[src/rtl/sdc_pkg.sv]
package sdc_pkg;

    typedef enum logic [2:0] {
        ST_IDLE,
        ST_INIT,
        ST_SEND,
        ST_WAIT,
        ST_RESP
    } seq_state_e;

    typedef enum logic [1:0] {
        RT_NONE      = 2'd0,
        RT_SHORT_CRC = 2'd1,
        RT_LONG      = 2'd2,
        RT_SHORT_RAW = 2'd3
    } rsp_kind_e;

    typedef struct packed {
        logic done;
        logic crc_err;
        logic timeout;
    } seq_evt_t;

    localparam int STAT_W        = 16;
    localparam int STAT_DONE_BIT = 13;
    localparam int STAT_CRC_BIT  = 5;
    localparam int STAT_TMO_BIT  = 1;
    localparam int TOKEN_BITS    = 48;
    localparam int CRC_W         = 7;

    // one serial step of the x^7 + x^3 + 1 generator
    function automatic logic [CRC_W-1:0] crc7_step(input logic [CRC_W-1:0] c, input logic d);
        logic fb;
        fb = d ^ c[6];
        return {c[5:3], c[2] ^ fb, c[1:0], fb};
    endfunction

    function automatic logic [TOKEN_BITS-1:0] build_token(input logic [5:0] idx,
                                                          input logic [31:0] arg);
        logic [39:0]      head;
        logic [CRC_W-1:0] c;
        head = {2'b01, idx, arg};
        c    = '0;
        for (int i = 39; i >= 0; i--) c = crc7_step(c, head[i]);
        return {head, c, 1'b1};
    endfunction

endpackage

[src/rtl/sdc_crc7_acc.sv]
module sdc_crc7_acc
    import sdc_pkg::*;
(
    input  logic             clk,
    input  logic             rst,
    input  logic             clr,
    input  logic             en,
    input  logic             din,
    output logic [CRC_W-1:0] crc
);
    always_ff @(posedge clk) begin
        if (rst || clr) crc <= '0;
        else if (en)    crc <= crc7_step(crc, din);
    end
endmodule

[src/rtl/sdc_rsp_fifo.sv]
module sdc_rsp_fifo #(
    parameter int WORD_W = 16,
    parameter int DEPTH  = 8
) (
    input  logic                    clk,
    input  logic                    rst,
    input  logic                    clr,
    input  logic                    load,
    input  logic [$clog2(DEPTH+1)-1:0] load_cnt,
    input  logic [WORD_W*DEPTH-1:0] load_words,
    input  logic                    pop,
    output logic [WORD_W-1:0]       word,
    output logic                    avail
);
    localparam int PTR_W = $clog2(DEPTH);
    localparam int CNT_W = $clog2(DEPTH+1);

    logic [WORD_W-1:0] mem [DEPTH];
    logic [PTR_W-1:0]  rd_q;
    logic [CNT_W-1:0]  cnt_q;

    assign avail = (cnt_q != '0);
    assign word  = mem[rd_q];

    always_ff @(posedge clk) begin
        if (rst || clr) begin
            rd_q  <= '0;
            cnt_q <= '0;
        end else if (load) begin
            rd_q  <= '0;
            cnt_q <= load_cnt;
        end else if (pop && avail) begin
            rd_q  <= rd_q + 1'b1;
            cnt_q <= cnt_q - 1'b1;
        end
    end

    for (genvar k = 0; k < DEPTH; k++) begin : g_slot
        always_ff @(posedge clk) begin
            if (rst)       mem[k] <= '0;
            else if (load) mem[k] <= load_words[k*WORD_W +: WORD_W];
        end
    end

    assert_fifo_bound_R12: assert property (@(posedge clk) disable iff (rst)
        cnt_q <= CNT_W'(DEPTH));
    assert_pop_empty_R12: assert property (@(posedge clk) disable iff (rst)
        (!avail && pop && !load && !clr) |=> !avail);
endmodule

[src/rtl/sdc_status_w1c.sv]
module sdc_status_w1c
    import sdc_pkg::*;
(
    input  logic              clk,
    input  logic              rst,
    input  seq_evt_t          evt,
    input  logic              we,
    input  logic [STAT_W-1:0] wdata,
    output logic [STAT_W-1:0] status
);
    seq_evt_t flags_q;

    always_ff @(posedge clk) begin
        if (rst) begin
            flags_q <= '0;
        end else begin
            flags_q.done    <= evt.done    | (flags_q.done    & ~(we & wdata[STAT_DONE_BIT]));
            flags_q.crc_err <= evt.crc_err | (flags_q.crc_err & ~(we & wdata[STAT_CRC_BIT]));
            flags_q.timeout <= evt.timeout | (flags_q.timeout & ~(we & wdata[STAT_TMO_BIT]));
        end
    end

    always_comb begin
        status                = '0;
        status[STAT_DONE_BIT] = flags_q.done;
        status[STAT_CRC_BIT]  = flags_q.crc_err;
        status[STAT_TMO_BIT]  = flags_q.timeout;
    end

    assert_w1c_done_R9: assert property (@(posedge clk) disable iff (rst)
        (we && wdata[STAT_DONE_BIT] && !evt.done) |=> !status[STAT_DONE_BIT]);
    assert_w1c_crc_R9: assert property (@(posedge clk) disable iff (rst)
        (we && wdata[STAT_CRC_BIT] && !evt.crc_err) |=> !status[STAT_CRC_BIT]);
endmodule

[src/rtl/sdc_cmd_seq.sv]
module sdc_cmd_seq
    import sdc_pkg::*;
#(
    parameter int INIT_CLKS = 80,
    parameter int WORD_W    = 16,
    parameter int LONG_BITS = 136,
    parameter int TMO_W     = 8,
    parameter logic [7:0] TMO_RESET = 8'hFF
) (
    input  logic              clk,
    input  logic              rst,
    input  logic              start,
    input  logic [5:0]        cmd_index,
    input  logic [31:0]       cmd_arg,
    input  logic [7:0]        cmd_ctrl,
    input  logic              tmo_we,
    input  logic [TMO_W-1:0]  tmo_wdata,
    input  logic              stat_we,
    input  logic [STAT_W-1:0] stat_wdata,
    output logic [STAT_W-1:0] status,
    output logic              busy,
    input  logic              rsp_pop,
    output logic [WORD_W-1:0] rsp_word,
    output logic              rsp_avail,
    input  logic              bit_tick,
    output logic              cmd_out,
    output logic              cmd_oe,
    input  logic              cmd_in
);
    localparam int SHORT_BITS  = TOKEN_BITS;
    localparam int LONG_PAY    = LONG_BITS - 8;
    localparam int TAIL_BITS   = CRC_W + 1;
    localparam int RSP_WORDS   = LONG_PAY / WORD_W;
    localparam int SHORT_WORDS = SHORT_BITS / WORD_W;
    localparam int CNT_W       = $clog2(LONG_BITS);
    localparam int ICNT_W      = $clog2(INIT_CLKS + 1);
    localparam int LCNT_W      = $clog2(RSP_WORDS + 1);

    seq_state_e            state_q;
    rsp_kind_e             rtype_q;
    logic [CNT_W-1:0]      bcnt_q;
    logic [ICNT_W-1:0]     icnt_q;
    logic [TMO_W-1:0]      wcnt_q;
    logic [TMO_W-1:0]      tmo_q;
    logic [TOKEN_BITS-1:0] tx_q;
    logic [LONG_BITS-1:0]  rx_q;
    logic [LONG_BITS-1:0]  rx_next;
    logic [CRC_W-1:0]      crc_q;
    logic                  take;
    logic                  is_long;
    logic                  last_rx;
    logic                  tmo_hit;
    logic [CNT_W-1:0]      rx_idx;
    logic                  in_win;
    logic                  crc_en;
    seq_evt_t              evt;
    logic [WORD_W*RSP_WORDS-1:0] load_words;

    assign take    = start && (state_q == ST_IDLE);
    assign busy    = (state_q != ST_IDLE);
    assign is_long = (rtype_q == RT_LONG);
    assign rx_next = {rx_q[LONG_BITS-2:0], cmd_in};
    assign cmd_oe  = (state_q == ST_INIT) || (state_q == ST_SEND);
    assign cmd_out = (state_q == ST_SEND) ? tx_q[TOKEN_BITS-1] : 1'b1;

    assign last_rx = bit_tick && (state_q == ST_RESP) &&
                     (bcnt_q == (is_long ? CNT_W'(LONG_BITS-1) : CNT_W'(SHORT_BITS-1)));
    assign tmo_hit = bit_tick && (state_q == ST_WAIT) && cmd_in &&
                     ({1'b0, wcnt_q} + 1'b1 >= {1'b0, tmo_q});

    // position of the incoming bit within the frame, counted from its start bit
    assign rx_idx = (state_q == ST_WAIT) ? '0 : bcnt_q;
    assign in_win = is_long ? (rx_idx >= CNT_W'(LONG_BITS-LONG_PAY) && rx_idx < CNT_W'(LONG_BITS-TAIL_BITS))
                            : (rx_idx < CNT_W'(SHORT_BITS-TAIL_BITS));
    assign crc_en = bit_tick && in_win &&
                    (((state_q == ST_WAIT) && !cmd_in) || (state_q == ST_RESP));

    always_comb begin
        evt.done    = tmo_hit || last_rx ||
                      (bit_tick && (state_q == ST_SEND) &&
                       bcnt_q == CNT_W'(TOKEN_BITS-1) && rtype_q == RT_NONE);
        evt.timeout = tmo_hit;
        evt.crc_err = last_rx && (rtype_q == RT_SHORT_CRC || rtype_q == RT_LONG) &&
                      (crc_q != rx_next[TAIL_BITS-1:1]);
    end

    for (genvar k = 0; k < RSP_WORDS; k++) begin : g_word
        if (k < SHORT_WORDS) begin : g_both
            assign load_words[k*WORD_W +: WORD_W] = is_long ?
                rx_next[LONG_PAY-1-k*WORD_W -: WORD_W] : rx_next[SHORT_BITS-1-k*WORD_W -: WORD_W];
        end else begin : g_long
            assign load_words[k*WORD_W +: WORD_W] = is_long ?
                rx_next[LONG_PAY-1-k*WORD_W -: WORD_W] : '0;
        end
    end

    always_ff @(posedge clk) begin
        if (rst) begin
            state_q <= ST_IDLE;
            rtype_q <= RT_NONE;
            bcnt_q  <= '0;
            icnt_q  <= '0;
            wcnt_q  <= '0;
            tmo_q   <= TMO_RESET;
            tx_q    <= '0;
            rx_q    <= '0;
        end else begin
            if (tmo_we) tmo_q <= tmo_wdata;
            unique case (state_q)
                ST_IDLE: if (start) begin
                    tx_q    <= build_token(cmd_index, cmd_arg);
                    rtype_q <= rsp_kind_e'(cmd_ctrl[1:0]);
                    bcnt_q  <= '0;
                    icnt_q  <= '0;
                    wcnt_q  <= '0;
                    state_q <= cmd_ctrl[7] ? ST_INIT : ST_SEND;
                end
                ST_INIT: if (bit_tick) begin
                    if (icnt_q == ICNT_W'(INIT_CLKS-1)) state_q <= ST_SEND;
                    else                                icnt_q  <= icnt_q + 1'b1;
                end
                ST_SEND: if (bit_tick) begin
                    tx_q <= {tx_q[TOKEN_BITS-2:0], 1'b0};
                    if (bcnt_q == CNT_W'(TOKEN_BITS-1)) begin
                        bcnt_q  <= '0;
                        state_q <= (rtype_q == RT_NONE) ? ST_IDLE : ST_WAIT;
                    end else begin
                        bcnt_q <= bcnt_q + 1'b1;
                    end
                end
                ST_WAIT: if (bit_tick) begin
                    if (!cmd_in) begin
                        rx_q    <= rx_next;
                        bcnt_q  <= CNT_W'(1);
                        state_q <= ST_RESP;
                    end else if (tmo_hit) begin
                        state_q <= ST_IDLE;
                    end else begin
                        wcnt_q <= wcnt_q + 1'b1;
                    end
                end
                ST_RESP: if (bit_tick) begin
                    rx_q <= rx_next;
                    if (last_rx) begin
                        bcnt_q  <= '0;
                        state_q <= ST_IDLE;
                    end else begin
                        bcnt_q <= bcnt_q + 1'b1;
                    end
                end
                default: state_q <= ST_IDLE;
            endcase
        end
    end

    sdc_crc7_acc u_crc (
        .clk (clk),
        .rst (rst),
        .clr (take),
        .en  (crc_en),
        .din (cmd_in),
        .crc (crc_q)
    );

    sdc_rsp_fifo #(.WORD_W(WORD_W), .DEPTH(RSP_WORDS)) u_fifo (
        .clk        (clk),
        .rst        (rst),
        .clr        (take),
        .load       (last_rx),
        .load_cnt   (is_long ? LCNT_W'(RSP_WORDS) : LCNT_W'(SHORT_WORDS)),
        .load_words (load_words),
        .pop        (rsp_pop),
        .word       (rsp_word),
        .avail      (rsp_avail)
    );

    sdc_status_w1c u_stat (
        .clk    (clk),
        .rst    (rst),
        .evt    (evt),
        .we     (stat_we),
        .wdata  (stat_wdata),
        .status (status)
    );

    assert_start_ignored_R10: assert property (@(posedge clk) disable iff (rst)
        (busy && start) |=> $stable(rtype_q));
    assert_oe_end_bit_R1: assert property (@(posedge clk) disable iff (rst)
        $fell(cmd_oe) |-> $past(cmd_out));
    assert_crc_type_R6: assert property (@(posedge clk) disable iff (rst)
        $rose(status[STAT_CRC_BIT]) |-> (rtype_q == RT_SHORT_CRC || rtype_q == RT_LONG));
    assert_tmo_done_R7: assert property (@(posedge clk) disable iff (rst)
        $rose(status[STAT_TMO_BIT]) |-> status[STAT_DONE_BIT]);
endmodule

[config.mk]
export PLATFORM = sky130hd
export DESIGN_NAME = sdc_cmd_seq
export DESIGN_NICKNAME = d
export VERILOG_FILES = /design/src/rtl/sdc_pkg.sv /design/src/rtl/sdc_crc7_acc.sv /design/src/rtl/sdc_rsp_fifo.sv /design/src/rtl/sdc_status_w1c.sv /design/src/rtl/sdc_cmd_seq.sv
export SDC_FILE = /design/constraint.sdc
export NUM_CORES = 1
export LEC_CHECK = 0
export BUFFER_PORTS_ARGS = -buffer_cell sky130_fd_sc_hd__buf_2
export CAP_MARGIN = 30
export CORE_MARGIN = 10
export CORE_UTILIZATION = 60
export CTS_CLUSTER_DIAMETER = 60
export DETAILED_ROUTE_END_ITERATION = 10
export PLACE_DENSITY = 0.77
export SLEW_MARGIN = 10
export SYNTH_ARGS = -nofsm -noshare
export SYNTH_HDL_FRONTEND = slang
export SYNTH_SLANG_ARGS = --single-unit
[constraint.sdc]
create_clock -name clk -period 8.6 [get_ports clk]
set_input_delay 1.29 -clock clk [delete_from_list [all_inputs] [get_ports clk]]
set_output_delay 1.29 -clock clk [all_outputs]
set_load 0.005 [all_outputs]
After elaboration in Yosys (flattened, before gate mapping)
Memory sizes are Yosys's and may differ from the RTL's. A register that Yosys moved wholly into a read port is not among the register bits. Index checks and enable logic that the tools add are counted.

$add $sub $neg: 6. $mul: 0. Divide/modulo/power cells: 0. Order comparisons: 4. Eq/ne operators: 23. Shift operators: 0. Multiplexer cells: 66. Bitwise operators: 93. Reduce and logical (&&, ||, !) cells: 41.

Operators by type and width (number): $mux 127 (3); $mux 16 (16); $pmux 127 s2 (1); $mux 48 (2); $mux 8 (12); $pmux 48 s2 (1); $xor 1x1->1 (71); $mux 3 (12); $pmux 8 s4 (1); $mux 7 (3); $ne 2x2->1 const B (10); $add 8x1->8 const B (2); $logic_and 1x1->1 (16); $pmux 8 s2 (1); $pmux 3 s5 (1); $pmux 7 s2 (1); $mux 4 (3); $or 1x1->1 (11); $reduce_bool 2->1 (5); $add 8x1->9 const B (1); $ge 9x8->1 (1); $reduce_and 9->1 (1); $eq 8x6->1 const B (1); $eq 8x8->1 (1); 31 further kinds (56).

Flip-flop bits (word level): 228. Bits in latches: 0. RAM bits: 128. Memory bits (read-only): 0. Input port bits: 78. Logic and storage cells: 248. Memories: 1.

Memory list: u_fifo.mem (words 8, width 16, read ports 1, clocked after memory_dff 1, write ports 8, line sdc_rsp_fifo.sv:18) `logic [WORD_W-1:0] mem [DEPTH];`.

Longest topological paths before layout
Depth in word-level cells: 20. Mapped depth: 12. Gate-level depth less buffers: 11.

Cells and area by module
From an unflattened synthesis, not the netlist that was laid out.

Cell total of the unflattened synthesis: 1740. Area, all modules: 17062.6 µm².

Modules (own cells, without submodules): sdc_cmd_seq (times used 1, cells each 1306, area each 10354.9 µm²); sdc_rsp_fifo (times used 1, cells each 380, area each 6221.0 µm²); sdc_crc7_acc (times used 1, cells each 28, area each 276.5 µm²); sdc_status_w1c (times used 1, cells each 26, area each 210.2 µm²).

Worst setup path before layout
Ideal clock, no wire load.

Path kind: input to register. Start point: input port bit_tick. End point: memory u_fifo.mem[0][0] (enable). Library setup time: 491 ps. Data arrival time: 4776 ps. Data required time: 8109 ps. Slack: 3333 ps. Cell stages on the path: 5. Path buffers: 2. Cell sequence: clkbuf_1 > nand4_1 > or3_1 > buf_2 > nand2_1.

RTL lines: from (decl) (line sdc_cmd_seq.sv:25) `input logic bit_tick,`; to (decl) (line sdc_rsp_fifo.sv:18).

==> impl_results.html <==
<table>
<tr><th>Metric</th><th>Value</th></tr>
<tr><th colspan="2">Critical path</th></tr>
<tr><td>Data arrival time of the critical path</td><td>~4.1 ns</td></tr>
<tr><td>Maximum net fanout on the critical path</td><td>a little over 100</td></tr>
<tr><td>Setup slack of the most critical reg-to-reg path</td><td>around 5.0 ns</td></tr>
<tr><td>Setup Crit Path Kind</td><td>input pin to register</td></tr>
<tr><td>Startpoint of the most critical register-to-register path</td><td>rtype_q[0]</td></tr>
<tr><td>Kind of start point of the critical path</td><td>input pin</td></tr>
<tr><td>Required time at the worst-slack endpoint</td><td>~8.8 ns</td></tr>
<tr><td>Sort of element at the end of the critical path</td><td>register</td></tr>
<tr><td>R2R Path End</td><td>u_fifo.mem[6][0]</td></tr>
<tr><td>Reg2reg path depth</td><td>7</td></tr>
<tr><th colspan="2">Die</th></tr>
<tr><td>Initial Util</td><td>61.3%</td></tr>
<tr><td>Placement Rows</td><td>a little under 60</td></tr>
<tr><td>Ports placed on the boundary</td><td>approximately 110</td></tr>
<tr><td>Die Outline Area</td><td>roughly 34,000 sq um</td></tr>
<tr><td>Die height</td><td>about 180 microns</td></tr>
<tr><td>Die width</td><td>184 microns</td></tr>
<tr><td>Core Box Area</td><td>around 26,000 sq um</td></tr>
<tr><th colspan="2">STA</th></tr>
<tr><td>Slew of the pin with the lowest slew margin</td><td>around 1 ns</td></tr>
<tr><td>Max Slew Vio Count</td><td>0</td></tr>
<tr><td>Hold_ws</td><td>about 0.46 ns</td></tr>
<tr><td>Crit share post-route</td><td>a little under half</td></tr>
<tr><td>Post-Route Skew</td><td>roughly 0.008 ns</td></tr>
<tr><td>Peak clock frequency supported by timing</td><td>254 MHz</td></tr>
<tr><td>Total negative setup slack</td><td>0 ns</td></tr>
<tr><td>Setup-failing EPs final</td><td>0</td></tr>
<tr><td>Worst Slack Setup Final</td><td>about 4.7 ns</td></tr>
<tr><td>Max-slew headroom at the worst pin</td><td>~34%</td></tr>
<tr><td>Min Tclk post-route</td><td>3.93 ns</td></tr>
<tr><td>Count of endpoints failing hold in the final timing report</td><td>0</td></tr>
<tr><td>Setup repair after global routing missed its margin</td><td>no</td></tr>
<tr><th colspan="2">Synth</th></tr>
<tr><td>Fraction of the yosys area taken by sequential cells</td><td>52.7%</td></tr>
<tr><td>Async set or reset register ratio after synthesis</td><td>0%</td></tr>
<tr><td>Mapped Cells</td><td>1,651</td></tr>
<tr><td>Netlist area before placement</td><td>16,100 sq um</td></tr>
<tr><td>Number of warning messages in the yosys log</td><td>0</td></tr>
<tr><td>Distinct cells, synth</td><td>56</td></tr>
<tr><td>Leading register cell type out of synthesis</td><td>dfxtp_1</td></tr>
<tr><td>Average cell area after synthesis</td><td>9.74 sq um</td></tr>
<tr><td>Number of enable flip-flop cells after synthesis</td><td>about 130</td></tr>
<tr><td>Flip-flop and latch count after synthesis</td><td>between 300 and 400</td></tr>
<tr><th colspan="2">Global route</th></tr>
<tr><td>GRT overflow</td><td>0</td></tr>
<tr><td>Maximum number of pins on one net before global-route repair</td><td>~100</td></tr>
<tr><td>First-pass GRT wire length</td><td>~57 mm</td></tr>
<tr><td>Antenna violations before repair</td><td>0</td></tr>
<tr><td>GRT Overall Usage</td><td>20.0%</td></tr>
<tr><td>Via count of the first global-routing pass</td><td>around 12k</td></tr>
<tr><th colspan="2">Layout</th></tr>
<tr><td>Fin nets</td><td>between 1.5k and 2k</td></tr>
<tr><td>P&amp;R area growth vs syn</td><td>12.0%</td></tr>
<tr><td>Post-Route Utilization</td><td>68.7%</td></tr>
<tr><td>Number of antenna repair diodes</td><td>0</td></tr>
<tr><td>Share of cells above drive strength 1</td><td>between 10% and 20%</td></tr>
<tr><td>Number of non-filler instances in the completed layout</td><td>around 2.0k</td></tr>
<tr><th colspan="2">Placed design</th></tr>
<tr><td>Placed insts</td><td>slightly below 2k</td></tr>
<tr><td>Count of input and output buffers</td><td>approximately 80</td></tr>
<tr><td>Routability congestion estimate</td><td>0.843</td></tr>
<tr><td>Placed wire-length estimate</td><td>slightly above 20 mm</td></tr>
<tr><td>Pre-CTS setup slack</td><td>roughly 4.1 ns</td></tr>
<tr><th colspan="2">CTS</th></tr>
<tr><td>Total number of H-tree levels</td><td>2</td></tr>
<tr><td>Number of setup buffers added after CTS</td><td>0</td></tr>
<tr><td>Clock tree from TritonCTS</td><td>done</td></tr>
<tr><td>Root buf cell</td><td>clkbuf_16</td></tr>
<tr><td>Hold-fix buffers at CTS</td><td>0</td></tr>
<tr><td>Clock Latency Late Sink</td><td>~0.53 ns</td></tr>
<tr><td>Clock Pin Slew Worst Setup and Hold Paths</td><td>approximately 0.06 ns</td></tr>
<tr><td>Total clock sinks</td><td>between 300 and 400</td></tr>
<tr><td>Post-cts resize count</td><td>0</td></tr>
<tr><td>Longest Clk Path Bufs</td><td>3</td></tr>
<tr><td>Number of buffers added by the clock tree synthesis step</td><td>38</td></tr>
<tr><th colspan="2">Power and ir drop</th></tr>
<tr><td>Leakage power figure</td><td>about 6.2 nW</td></tr>
<tr><td>Power per unit of standard cell area</td><td>between 200 and 300 nW/um^2</td></tr>
<tr><td>Largest vdd supply drop</td><td>0.211 mV</td></tr>
<tr><th colspan="2">Worst hold path</th></tr>
<tr><td>Classification of the worst-slack hold path</td><td>register to register</td></tr>
<tr><td>Min-Delay Endpoint</td><td>u_stat.status[1]</td></tr>
<tr><td>Hold_sp</td><td>u_stat.status[1]</td></tr>
<tr><td>Worst hold path stage count</td><td>2</td></tr>
<tr><th colspan="2">Route</th></tr>
<tr><td>Total DRC errors in the routed layout</td><td>0</td></tr>
<tr><td>Via density per instance</td><td>5.72</td></tr>
<tr><td>Via total after detailed routing</td><td>11.7k</td></tr>
<tr><td>Count of TritonRoute iterations in the first routing pass</td><td>5</td></tr>
<tr><td>Initial drt markers</td><td>~1.0k</td></tr>
<tr><td>Routed wire length</td><td>around 34 mm</td></tr>
<tr><td>Antenna-violating nets left</td><td>0</td></tr>
<tr><td>Avg WL per Cell</td><td>about 17 microns</td></tr>
<tr><th colspan="2">Job</th></tr>
<tr><td>Max cap viols</td><td>0</td></tr>
<tr><th colspan="2">Run status</th></tr>
<tr><td>Result of the run</td><td>complete, no violations</td></tr>
</table>
worst max path at each step:
| stage | startpoint | end | cells after the start |
|---|---|---|---|
| finish | rst | u_fifo.mem[6][0] | 4 |
| global route | rst | u_fifo.mem[3][0] | 4 |
| CTS | rtype_q[0] | u_fifo.mem[3][0] | 7 |
| detailed placement | rst | u_fifo.mem[2][0] | 4 |
| global placement | rst | u_fifo.mem[7][0] | 4 |
| floorplan | bit_tick | u_fifo.mem[0][0] | 5 |
synthesized netlist by cell type, types with 2 or more instances:
cell       count  area (sq um)
nand3_1       23           115
xor2_1        24           210
nor2_1       143           537
buf_2          2          10.0
xnor2_2        3          48.8
a211oi_1       2          15.0
mux4_2        32           721
o41ai_1        2          17.5
nor4_1         3          18.8
nor2b_1        4          25.0
buf_4         14           105
xnor2_1       75           657
a2111oi_0      2          17.5
nor3_1         7          35.0
a21oi_1      152           761
o211ai_1      11          82.6
o21a_1         2          15.0
mux2i_1       58           581
or4_1          3          22.5
o21ai_1        3          15.0
inv_1         20          75.1
and2_1        85           532
clkbuf_1      90           338
buf_1         15          56.3
o21ai_0        7          35.0
and3_1         2          12.5
a21o_1         4          30.0
mux2_2        16           180
edfxtp_1     128          3840
or3_1          5          31.3
dfxtp_1      231          4620
a31oi_1       13          81.3
nand4_1        4          25.0
nand2b_1       5          31.3
nand2_1      387          1450
a311oi_1      40           350
ha_1          15           188
flip-flops by register name (all words and copies together), names as in the netlist, 7 cells and up, named ones only:
name and flops:
u_fifo.mem 128, rx_q 127, tx_q 48, bcnt_q 8, tmo_q 8, wcnt_q 8, icnt_q 7, u_crc.crc 7
stage by stage:
stage | cell area [sq um] | power, mW
6_report | 18000 | 4.58
3_5_place_dp | 16600 | 2.87
3_3_place_gp | 16600 | 2.85
5_1_grt | 18000 | 4.79
2_1_floorplan | 16100 | 2.68
4_1_cts | 17900 | 4.60
worst max-delay path, cell delays in order:
cell and delay, ns:
buf_6 0.58, inv_1 0.47, nand2_4 0.68, buf_4 0.85
routing by layer:
metal | vias to the layer above | routed length (microns) | global-route usage [%]
met3 | 52 | 1490 | 3.06
li1 | 5693 | - | -
met1 | 5691 | 15700 | 26.5
met2 | 270 | 16600 | 33.5
met5 | - | 0 | 0
met4 | 0 | 642 | 5.54
where the power goes:
group / total [mW] / switching (mW) / internal, mW
clock network: 1.73 / 0.671 / 1.06
logic: 0.879 / 0.531 / 0.348
registers: 1.97 / 0.0793 / 1.89
total: 4.58 / 1.28 / 3.30
cells in the final DEF, fill, tap and decap left out, types with 5 or more instances in the layout:
cell       instances
mux2i_1           58
xor2_1            24
inv_1             20
buf_2             81
buf_4             13
o211ai_1          11
a311oi_1          40
nor3_1             7
a31oi_1           13
or3_1              5
and2_1            85
clkbuf_1           7
o21ai_0            7
dfxtp_1          230
nand2_1          385
clkbuf_16         41
edfxtp_1         128
xnor2_1           75
mux2_2            16
nand3_1           23
a21oi_1          152
bufinv_16          5
conb_1            13
nand2b_1           5
clkinv_2           5
ha_1              14
nor2_1           141
mux4_2            32
layout make-up:
class / count / area [sq um]
clock buffers: 52 / 1110
clock inverters: 18 / 231
fillers: 2005 / 8200
inverters: 20 / 75.1
multi-input cells: 1163 / 7120
flip-flops and latches: 359 / 8470
well taps: 335 / 419
repair buffers: 98 / 581
kinds of logic (layout without fill, tap and decap cells):
family | count (synthesis) | count (layout) | share of synthesized area, %
muxes | 106 | 106 | 9.22
and+or+nand+nor | 675 | 675 | 17.9
adders and majority gates | 15 | 15 | 1.17
buffers and inverters | 141 | 188 | 3.63
other | 1 | 13 | 0.0233
AOI/OAI and AO/OA | 251 | 251 | 9.59
DFF | 359 | 359 | 52.7
xor gates and xnor gates | 103 | 103 | 5.84
No activity file was read; power rests on OpenSTA's default activity.
